### src/rtl/wp_pkg.sv
package wp_pkg;

    localparam int unsigned REG_W = 32;

    // control register field positions
    localparam int unsigned CTL_EN_BIT   = 0;
    localparam int unsigned CTL_HIT_BIT  = 16;
    localparam int unsigned CTL_TAG_LSB  = 24;

    typedef struct packed {
        logic [3:0] pkt;
        logic       hit;
        logic       en;
    } ctl_view_t;

    function automatic logic [REG_W-1:0] pack_ctl(input ctl_view_t v);
        logic [REG_W-1:0] r;
        r = '0;
        r[CTL_TAG_LSB +: 4] = v.pkt;
        r[CTL_HIT_BIT]      = v.hit;
        r[CTL_EN_BIT]       = v.en;
        return r;
    endfunction

endpackage

### src/rtl/wp_regs.sv
module wp_regs
    import wp_pkg::*;
#(
    parameter int unsigned ADDR_W  = 32,
    parameter int unsigned TAG_W   = 4,
    parameter int unsigned RAW     = 8,
    parameter logic [RAW-1:0] OFS_CTL  = 8'h54,
    parameter logic [RAW-1:0] OFS_WADR = 8'h58,
    parameter logic [RAW-1:0] OFS_WMSK = 8'h5C
) (
    input  logic              clk,
    input  logic              trst,
    input  logic              dbg_mode,
    input  logic              bus_wr,
    input  logic [RAW-1:0]    bus_addr,
    input  logic [REG_W-1:0]  bus_wdata,
    input  logic              hit_flag,
    input  logic              en_flag,
    output logic [ADDR_W-1:0] watch_addr,
    output logic [ADDR_W-1:0] watch_mask,
    output logic [TAG_W-1:0]  pkt_sel,
    output logic              ctl_wr,
    output logic [REG_W-1:0]  bus_rdata
);
    logic sel_ctl, sel_wadr, sel_wmsk;

    always_comb begin
        sel_ctl  = (bus_addr == OFS_CTL);
        sel_wadr = (bus_addr == OFS_WADR);
        sel_wmsk = (bus_addr == OFS_WMSK);
        ctl_wr   = bus_wr && sel_ctl;
    end

    always_ff @(posedge clk) begin
        if (trst) begin
            watch_addr <= '0;
            watch_mask <= '0;
            pkt_sel    <= '0;
        end else begin
            if (ctl_wr)
                pkt_sel <= bus_wdata[CTL_TAG_LSB +: TAG_W];
            if (bus_wr && sel_wadr && dbg_mode)
                watch_addr <= bus_wdata[ADDR_W-1:0];
            if (bus_wr && sel_wmsk && dbg_mode)
                watch_mask <= bus_wdata[ADDR_W-1:0];
        end
    end

    ctl_view_t cv;
    always_comb begin
        cv.pkt = 4'(pkt_sel);
        cv.hit = hit_flag;
        cv.en  = en_flag;
        bus_rdata = '0;
        if (sel_ctl)
            bus_rdata = pack_ctl(cv);
        else if (sel_wadr)
            bus_rdata[ADDR_W-1:0] = watch_addr;
        else if (sel_wmsk)
            bus_rdata[ADDR_W-1:0] = watch_mask;
    end

    // watch registers are frozen outside debug mode
    a_r8_watch_locked: assert property (@(posedge clk) disable iff (trst)
        (!dbg_mode) |=> ($stable(watch_addr) && $stable(watch_mask)));

endmodule

### src/rtl/wp_match.sv
module wp_match #(
    parameter int unsigned ADDR_W = 32,
    parameter int unsigned TAG_W  = 4
) (
    input  logic              clk,
    input  logic              rst,
    input  logic              xfer_valid,
    input  logic [ADDR_W-1:0] xfer_addr,
    input  logic [TAG_W-1:0]  xfer_tag,
    input  logic [ADDR_W-1:0] watch_addr,
    input  logic [ADDR_W-1:0] watch_mask,
    input  logic [TAG_W-1:0]  pkt_sel,
    output logic              hit_q
);
    logic addr_ok, tag_ok;

    always_comb begin
        addr_ok = (((xfer_addr ^ watch_addr) & ~watch_mask) == '0);
        tag_ok  = (xfer_tag == pkt_sel);
    end

    always_ff @(posedge clk) begin
        if (rst) hit_q <= 1'b0;
        else     hit_q <= xfer_valid && addr_ok && tag_ok;
    end

    // an idle strobe never produces a hit pulse
    a_r3_idle_no_hit: assert property (@(posedge clk) disable iff (rst)
        (!xfer_valid) |=> !hit_q);

endmodule

### src/rtl/wp_status.sv
module wp_status
    import wp_pkg::*;
(
    input  logic             clk,
    input  logic             trst,
    input  logic             dbg_mode,
    input  logic             ctl_wr,
    input  logic [REG_W-1:0] bus_wdata,
    input  logic             hit_q,
    output logic             hit_flag,
    output logic             en_flag,
    output logic             halt_req
);
    logic clr_req, en_load;

    always_comb begin
        clr_req = ctl_wr && dbg_mode && bus_wdata[CTL_HIT_BIT];
        en_load = ctl_wr && dbg_mode;
    end

    always_ff @(posedge clk) begin
        if (trst) begin
            hit_flag <= 1'b0;
            en_flag  <= 1'b0;
        end else begin
            if (hit_q)        hit_flag <= 1'b1;
            else if (clr_req) hit_flag <= 1'b0;
            if (en_load)      en_flag  <= bus_wdata[CTL_EN_BIT];
        end
    end

    assign halt_req = hit_flag && en_flag;

    // flag cannot drop outside debug mode
    a_r4_sticky: assert property (@(posedge clk) disable iff (trst)
        (hit_flag && !dbg_mode) |=> hit_flag);
    // a hit always lands, even against a clear
    a_r5_set_wins: assert property (@(posedge clk) disable iff (trst)
        hit_q |=> hit_flag);
    // enable frozen outside debug mode
    a_r6_en_locked: assert property (@(posedge clk) disable iff (trst)
        (!dbg_mode) |=> $stable(en_flag));

endmodule

### src/rtl/dma_watch_halt.sv
module dma_watch_halt
    import wp_pkg::*;
#(
    parameter int unsigned ADDR_W = 32,
    parameter int unsigned TAG_W  = 4,
    parameter int unsigned RAW    = 8
) (
    input  logic              clk,
    input  logic              rst,
    input  logic              trst,
    input  logic              dbg_mode,
    input  logic              bus_wr,
    input  logic [RAW-1:0]    bus_addr,
    input  logic [REG_W-1:0]  bus_wdata,
    output logic [REG_W-1:0]  bus_rdata,
    input  logic              xfer_valid,
    input  logic [ADDR_W-1:0] xfer_addr,
    input  logic [TAG_W-1:0]  xfer_tag,
    output logic              halt_req
);
    logic [ADDR_W-1:0] watch_addr, watch_mask;
    logic [TAG_W-1:0]  pkt_sel;
    logic ctl_wr, hit_q, hit_flag, en_flag;

    wp_regs #(.ADDR_W(ADDR_W), .TAG_W(TAG_W), .RAW(RAW)) u_regs (
        .clk(clk), .trst(trst), .dbg_mode(dbg_mode),
        .bus_wr(bus_wr), .bus_addr(bus_addr), .bus_wdata(bus_wdata),
        .hit_flag(hit_flag), .en_flag(en_flag),
        .watch_addr(watch_addr), .watch_mask(watch_mask),
        .pkt_sel(pkt_sel), .ctl_wr(ctl_wr), .bus_rdata(bus_rdata)
    );

    wp_match #(.ADDR_W(ADDR_W), .TAG_W(TAG_W)) u_match (
        .clk(clk), .rst(rst), .xfer_valid(xfer_valid),
        .xfer_addr(xfer_addr), .xfer_tag(xfer_tag),
        .watch_addr(watch_addr), .watch_mask(watch_mask),
        .pkt_sel(pkt_sel), .hit_q(hit_q)
    );

    wp_status u_status (
        .clk(clk), .trst(trst), .dbg_mode(dbg_mode),
        .ctl_wr(ctl_wr), .bus_wdata(bus_wdata), .hit_q(hit_q),
        .hit_flag(hit_flag), .en_flag(en_flag), .halt_req(halt_req)
    );

    // halt only while a hit is latched
    a_r7_halt_needs_hit: assert property (@(posedge clk) disable iff (trst)
        halt_req |-> bus_rdata[CTL_HIT_BIT] || (bus_addr != 8'h54));

endmodule

### config.mk
export PLATFORM = sky130hd
export DESIGN_NAME = dma_watch_halt
export DESIGN_NICKNAME = d
export VERILOG_FILES = /design/src/rtl/wp_pkg.sv /design/src/rtl/wp_regs.sv /design/src/rtl/wp_match.sv /design/src/rtl/wp_status.sv /design/src/rtl/dma_watch_halt.sv
export SDC_FILE = /design/constraint.sdc
export NUM_CORES = 1
export LEC_CHECK = 0
export ABC_AREA = 1
export BUFFER_PORTS_ARGS = -buffer_cell sky130_fd_sc_hd__buf_2
export CORE_MARGIN = 2
export CORE_UTILIZATION = 58
export DETAILED_ROUTE_END_ITERATION = 7
export GPL_ROUTABILITY_DRIVEN = 0
export PLACE_DENSITY = 0.94
export RECOVER_POWER = 100
export SKIP_CTS_REPAIR_TIMING = 1
export SYNTH_ARGS = -nofsm -noshare
export SYNTH_HDL_FRONTEND = slang
export SYNTH_HIERARCHICAL = 1
export SYNTH_SLANG_ARGS = --single-unit
export TNS_END_PERCENT = 5
### constraint.sdc
create_clock -name clk -period 1.6 [get_ports clk]
set_input_delay 0.24 -clock clk [delete_from_list [all_inputs] [get_ports clk]]
set_output_delay 0.24 -clock clk [all_outputs]
set_load 0.1 [all_outputs]
== Word-level counts from Yosys, hierarchy flattened ==
Cells that the tools add are included.

* Equal/unequal tests: 4
* Reductions and logical operators: 12
* Mux-type cells: 5
* Bitwise gates (word level): 3

{| class="wikitable"
|+ Operator list
! operator !! number
|-
| $mux W32 || 3
|-
| $and A32 B32 Y32 || 1
|-
| $logic_not A32 Y1 || 1
|-
| $not A32 Y32 || 1
|-
| $xor A32 B32 Y32 || 1
|-
| $eq A8 B7 Y1 const B || 3
|-
| $logic_and A1 B1 Y1 || 10
|-
| $eq A4 B4 Y1 || 1
|-
| $mux W1 || 2
|-
| $reduce_bool A2 Y1 || 1
|}

* Logic and storage cells: 30
* Bits in registers: 71
* Input bits: 82
* Output and inout port bits: 33

== Longest topological paths before layout ==
* Word-level depth: 6
* Depth in mapped cells: 9
* Depth with buffers taken out: 9

== Cells and area by module ==
Netlist, hierarchy kept.

{| class="wikitable"
|+ Modules (own cells, without submodules)
! module !! area each (sq um) !! cells each !! times used !! seq. area each (sq um)
|-
| wp_regs || 3728.6 || 623 || 1 || 1361.3
|-
| wp_match || 770.7 || 172 || 1 || 20.0
|-
| wp_status || 95.1 || 12 || 1 || 40.0
|}

== Worst setup path before layout ==
No wires, ideal clock.

* Kind: input -> output
* Start: input bus_addr[6]
* End: output bus_rdata[7]
* Path slack: -1.364 ns
* Path buffers: 0
* Stages: 4
* Arrival time: 2.724 ns
* Cells stage by stage: nand2_1 -> nor2_2 -> nand2_1 -> o21ai_0

* Word-level cells in the longest chain between the ends: 4

{| class="wikitable"
|+ Ends and longest elaborated chain
! what !! line !! text
|-
| from (decl) || dma_watch_halt.sv:13 || <nowiki>input logic [RAW-1:0] bus_addr,</nowiki>
|-
| $eq A8 B7 Y1 || wp_regs.sv:30 || <nowiki>sel_wmsk = (bus_addr == OFS_WMSK);</nowiki>
|-
| $mux W32 || wp_regs.sv:59 || <nowiki>else if (sel_wmsk)</nowiki>
|-
| $mux W32 || wp_regs.sv:57 || <nowiki>else if (sel_wadr)</nowiki>
|-
| $mux W32 * || wp_regs.sv:55 || <nowiki>if (sel_ctl)</nowiki>
|-
| to (decl) || dma_watch_halt.sv:15 || <nowiki>output logic [REG_W-1:0] bus_rdata,</nowiki>
|}

Every way passes the cells marked *; elsewhere a longest branch is shown, timed or not.

== Worst setup path after layout ==
* Start: input bus_addr[3]
* End: output bus_rdata[15]

The elaborated chain is that of the path after synthesis.

==> impl_summary.txt <==
----------------------------------------------------
[STA]
  Final worst slack ... -0.142 ns
  Final cycle utilization of the critical path ... 109%
  Transition time at the pin with the least slew margin ... approximately 0.66 ns
  Unrepaired setup endpoints after global routing ... yes
  Headroom to the max-slew limit ... a little under three fifths
  Final setup violating endpoints ... 33
  Max Clk Rate ... roughly 0.57 GHz
  Final worst clock skew ... 0.00704 ns
  Time the worst path needs with I/O delays and setup ... 1.74 ns
  Final hold violation count ... 0
  Slew Viols, Final ... 0
  Setup TNS after final layout ... -2.68 ns

[Route]
  Detailed-route wire length on metal 1 ... about 6.4 mm
  Routed wl met2 ... 8.81 mm
  DR vias ... between 6,000 and 7,000
  1st-pass router iterations ... 8
  Vias per Instance ... between 6 and 7
  Highest routing layer actually used ... met4
  Detail Route Antenna Nets ... 0
  Routed Wire Length ... between 20 and 25 mm
  Final routed wire length divided by cell count ... ~20 um
  Met3 WL post-DR ... between 3 and 4 mm
  Remaining design rule violation count ... 32
  Initial detailed-routing violation count ... ~1,200

[Placement]
  Area after detailed placement ... just over 6000 sq um
  Dpl cells ... ~1,000
  Setup slack after placement ... -0.131 ns
  Number of I/O port buffers ... ~110
  Half-perimeter wire length after placement ... around 10 mm

[Final layout]
  Most common cell after layout, fill and taps aside ... nand2_1
  Nets ... around 1,000
  Synthesis-to-finish area growth ... 45.3%
  Post-route cell area ... 6680 sq um
  Non-filler instance count after layout ... between 1,000 and 1,500
  Share of final-layout standard cells stronger than drive strength 1 ... 24.3%
  Utilization after layout ... 86.8%
  Antenna cell count ... 0
  Most used cells in the layout excluding fill and tap cells ... 217 x nand2_1, 213 x inv_1, 92 x nor2_1

[Logic synthesis]
  Largest family of logic cells by synthesized area ... simple AND/OR/NAND/NOR gates
  Post-synthesis net count ... 889
  Post-synthesis average cell area ... ~5.7 sq um
  Share of the synthesized netlist area taken by xor and xnor gates ... less than 1%
  Adder-Cell Fraction of Synth Area ... 0%
  Cells after Synth ... slightly above 800
  Post-Synthesis Cell Area ... 4590 sq um
  Area fraction of the dominant cell type after synthesis ... around 31%
  Proportion of synthesized area in mux cells ... 0%
  Ys Warns ... 6
  Register area share after synthesis ... a little under a third
  Flip-flop and latch count after synthesis ... between 70 and 80
  Count of cell types in the netlist ... 26
  Area share of and/or/nand/nor cells after synthesis ... a little under 40%
  Synth Area in Compound Gates ... under 10%
  Library cell occupying the most area in the post-synthesis netlist ... dfxtp_1
  Top cells by area in the synthesized netlist ... dfxtp_1 31%, nand2_1 19%, inv_1 18%

[Setup path]
  Sequence of cells on the critical path ... clkbuf_4 > nand2_1 > nor2_2 > nand2_4 > buf_12 > o22ai_4 > buf_12
  Crit-path slowest cell ... nor2_2
  R2R cell count ... 5
  Required time at the endpoint of the critical path ... between 1 and 1.5 ns
  Crit path largest cell delay ... 0.23 ns
  Data arrival time of the critical path ... about 1.5 ns
  Top cell by count, worst path ... buf_12
  Critical-path maximum fanout ... 13
  Startpoint of the lowest-slack register-to-register path ... u_regs/watch_addr[24]$_SDFFE_PP0P_
  Worst Path Class, Setup ... primary input to output pin
  Kind of start point of the critical path ... primary input
  Start point of the critical path ... bus_addr[3]
  Type of destination of the critical path ... output pin

[Floorplan]
  Effective utilization at floorplan ... 59.8%
  Number of standard-cell rows in the floorplan ... 32
  Total die area ... roughly 8600 sq um
  Core area ... ~7700 sq um
  Total I/O pin count ... roughly 120
  Floorplan die width ... between 90 and 100 um
  Die outline height ... between 90 and 100 um

[Global route]
  Global-route wire length before repair ... around 23 mm
  Total gr overflow ... 0
  Largest net degree at the start of global routing ... 65
  Overall fraction of global-route tracks in use ... around a third
  Number of antenna violations at the first check in global routing ... 0
  Via count of the first global-routing pass ... roughly 5,100

[Power]
  Peak ir drop on the vdd network ... 402 uV
  Internal power ... approximately 2.6 mW
  Switch share ... between 20 and 30%
  Combinational group share of total power ... between 10% and 20%
  Leakage power ... around 3.2 nW
  Clock share of power ... between 30% and 40%
  Total power density per cell area ... around 540 nW/um^2
  Switching power ... roughly 1.0 mW
  Power share of the sequential group ... between 40% and 50%

[CTS]
  Num CTS Buffers ... 9
  Clock insertion delay at the later pin of the skew report ... 0.35 ns
  Number of clock sinks seen by CTS ... just over 70
  CTS root buffer ... clkbuf_8
  CTS tree ... done
  Number of levels in the clock H-tree ... 3
  Clock slew at reported path FFs ... 0.07 ns
  CTS max path bufs ... 2

[Run status]
  Failing checks ... design-rule violations, negative setup slack
  Run status ... finished with violations

[Job]
  Number of max-capacitance violations reported ... 0

[Min path]
  Hold-critical path depth ... 2
  Path type of the worst min-delay path ... primary input to register
  Worst hold start ... trst

----------------------------------------------------
==> critical path: cells and delay by family <==
kind | cells | cell delay (ns)
simple gates | 3 | 0.47
compound gates | 1 | 0.21
buf+inv | 3 | 0.56
==> logic make-up after synthesis <==
kind of cell	Yosys count
flip-flops	71
AO/OA/AOI/OAI	52
AND/OR/NAND/NOR	426
buffers and inverters	254
XOR/XNOR	4
==> flip-flops by register name, indices dropped and copies added, names as in the netlist <==
register           flops
u_regs/watch_addr     32
u_regs/watch_mask     32
u_regs/pkt_sel         4
u_match/hit_q          1
u_status/en_flag       1
u_status/hit_flag      1
==> layout make-up <==
class                   count  area [sq um]
flip-flops and latches     71          1420
clock inverters             3          18.8
inverters                 222           863
clock buffers              13           149
fillers                   380          1010
multi-input cells         483          2600
repair buffers            144          1500
well taps                 102           128
==> power groups by stage <==
stage | registers [mW] | clock network (mW) | logic, mW
2_1_floorplan | 1.81 | 0 | 0.214
3_3_place_gp | 1.81 | 0 | 0.381
3_5_place_dp | 1.81 | 0 | 0.395
4_1_cts | 1.77 | 1.28 | 0.400
5_1_grt | 1.77 | 1.38 | 0.512
6_report | 1.77 | 1.32 | 0.490
==> cell usage after synthesis (all sizes together) <==
library cell,instances
a21oi,11
buf,30
clkbuf,2
clkinv,1
dfxtp,71
inv,221
nand2,228
nand3,81
nand3b,8
nand4,2
nor2,103
o211ai,8
o21ai,8
o22ai,25
or2,4
xnor2,4
==> worst paths after layout <==
path                                         end  slack (ns)
setup / recovery                   bus_rdata[15]       -0.14
hold / removal     u_status/en_flag$_SDFFE_PP0P_        0.11
setup reg to reg        u_match/hit_q$_SDFF_PP0_       -0.02
hold reg to reg   u_status/hit_flag$_SDFFE_PP0P_        0.52
==> metal layers <==
layer | track usage, % | vias to the layer above
met3 | 6.93 | 241
met2 | 56.3 | 712
met5 | 0 | -
li1 | - | 2614
met4 | 19.0 | 0
met1 | 40.3 | 2701
==> stage by stage <==
stage | power [mW] | hold slack (ns)
final | 3.58 | 0.107
after global routing | 3.66 | 0.112
after CTS | 3.45 | 0.104
after detailed placement | 2.21 | 0.461
after global placement | 2.19 | 0.449
after floorplan | 2.02 | 0.302
Note: power is estimated with default switching activity, not from simulation.
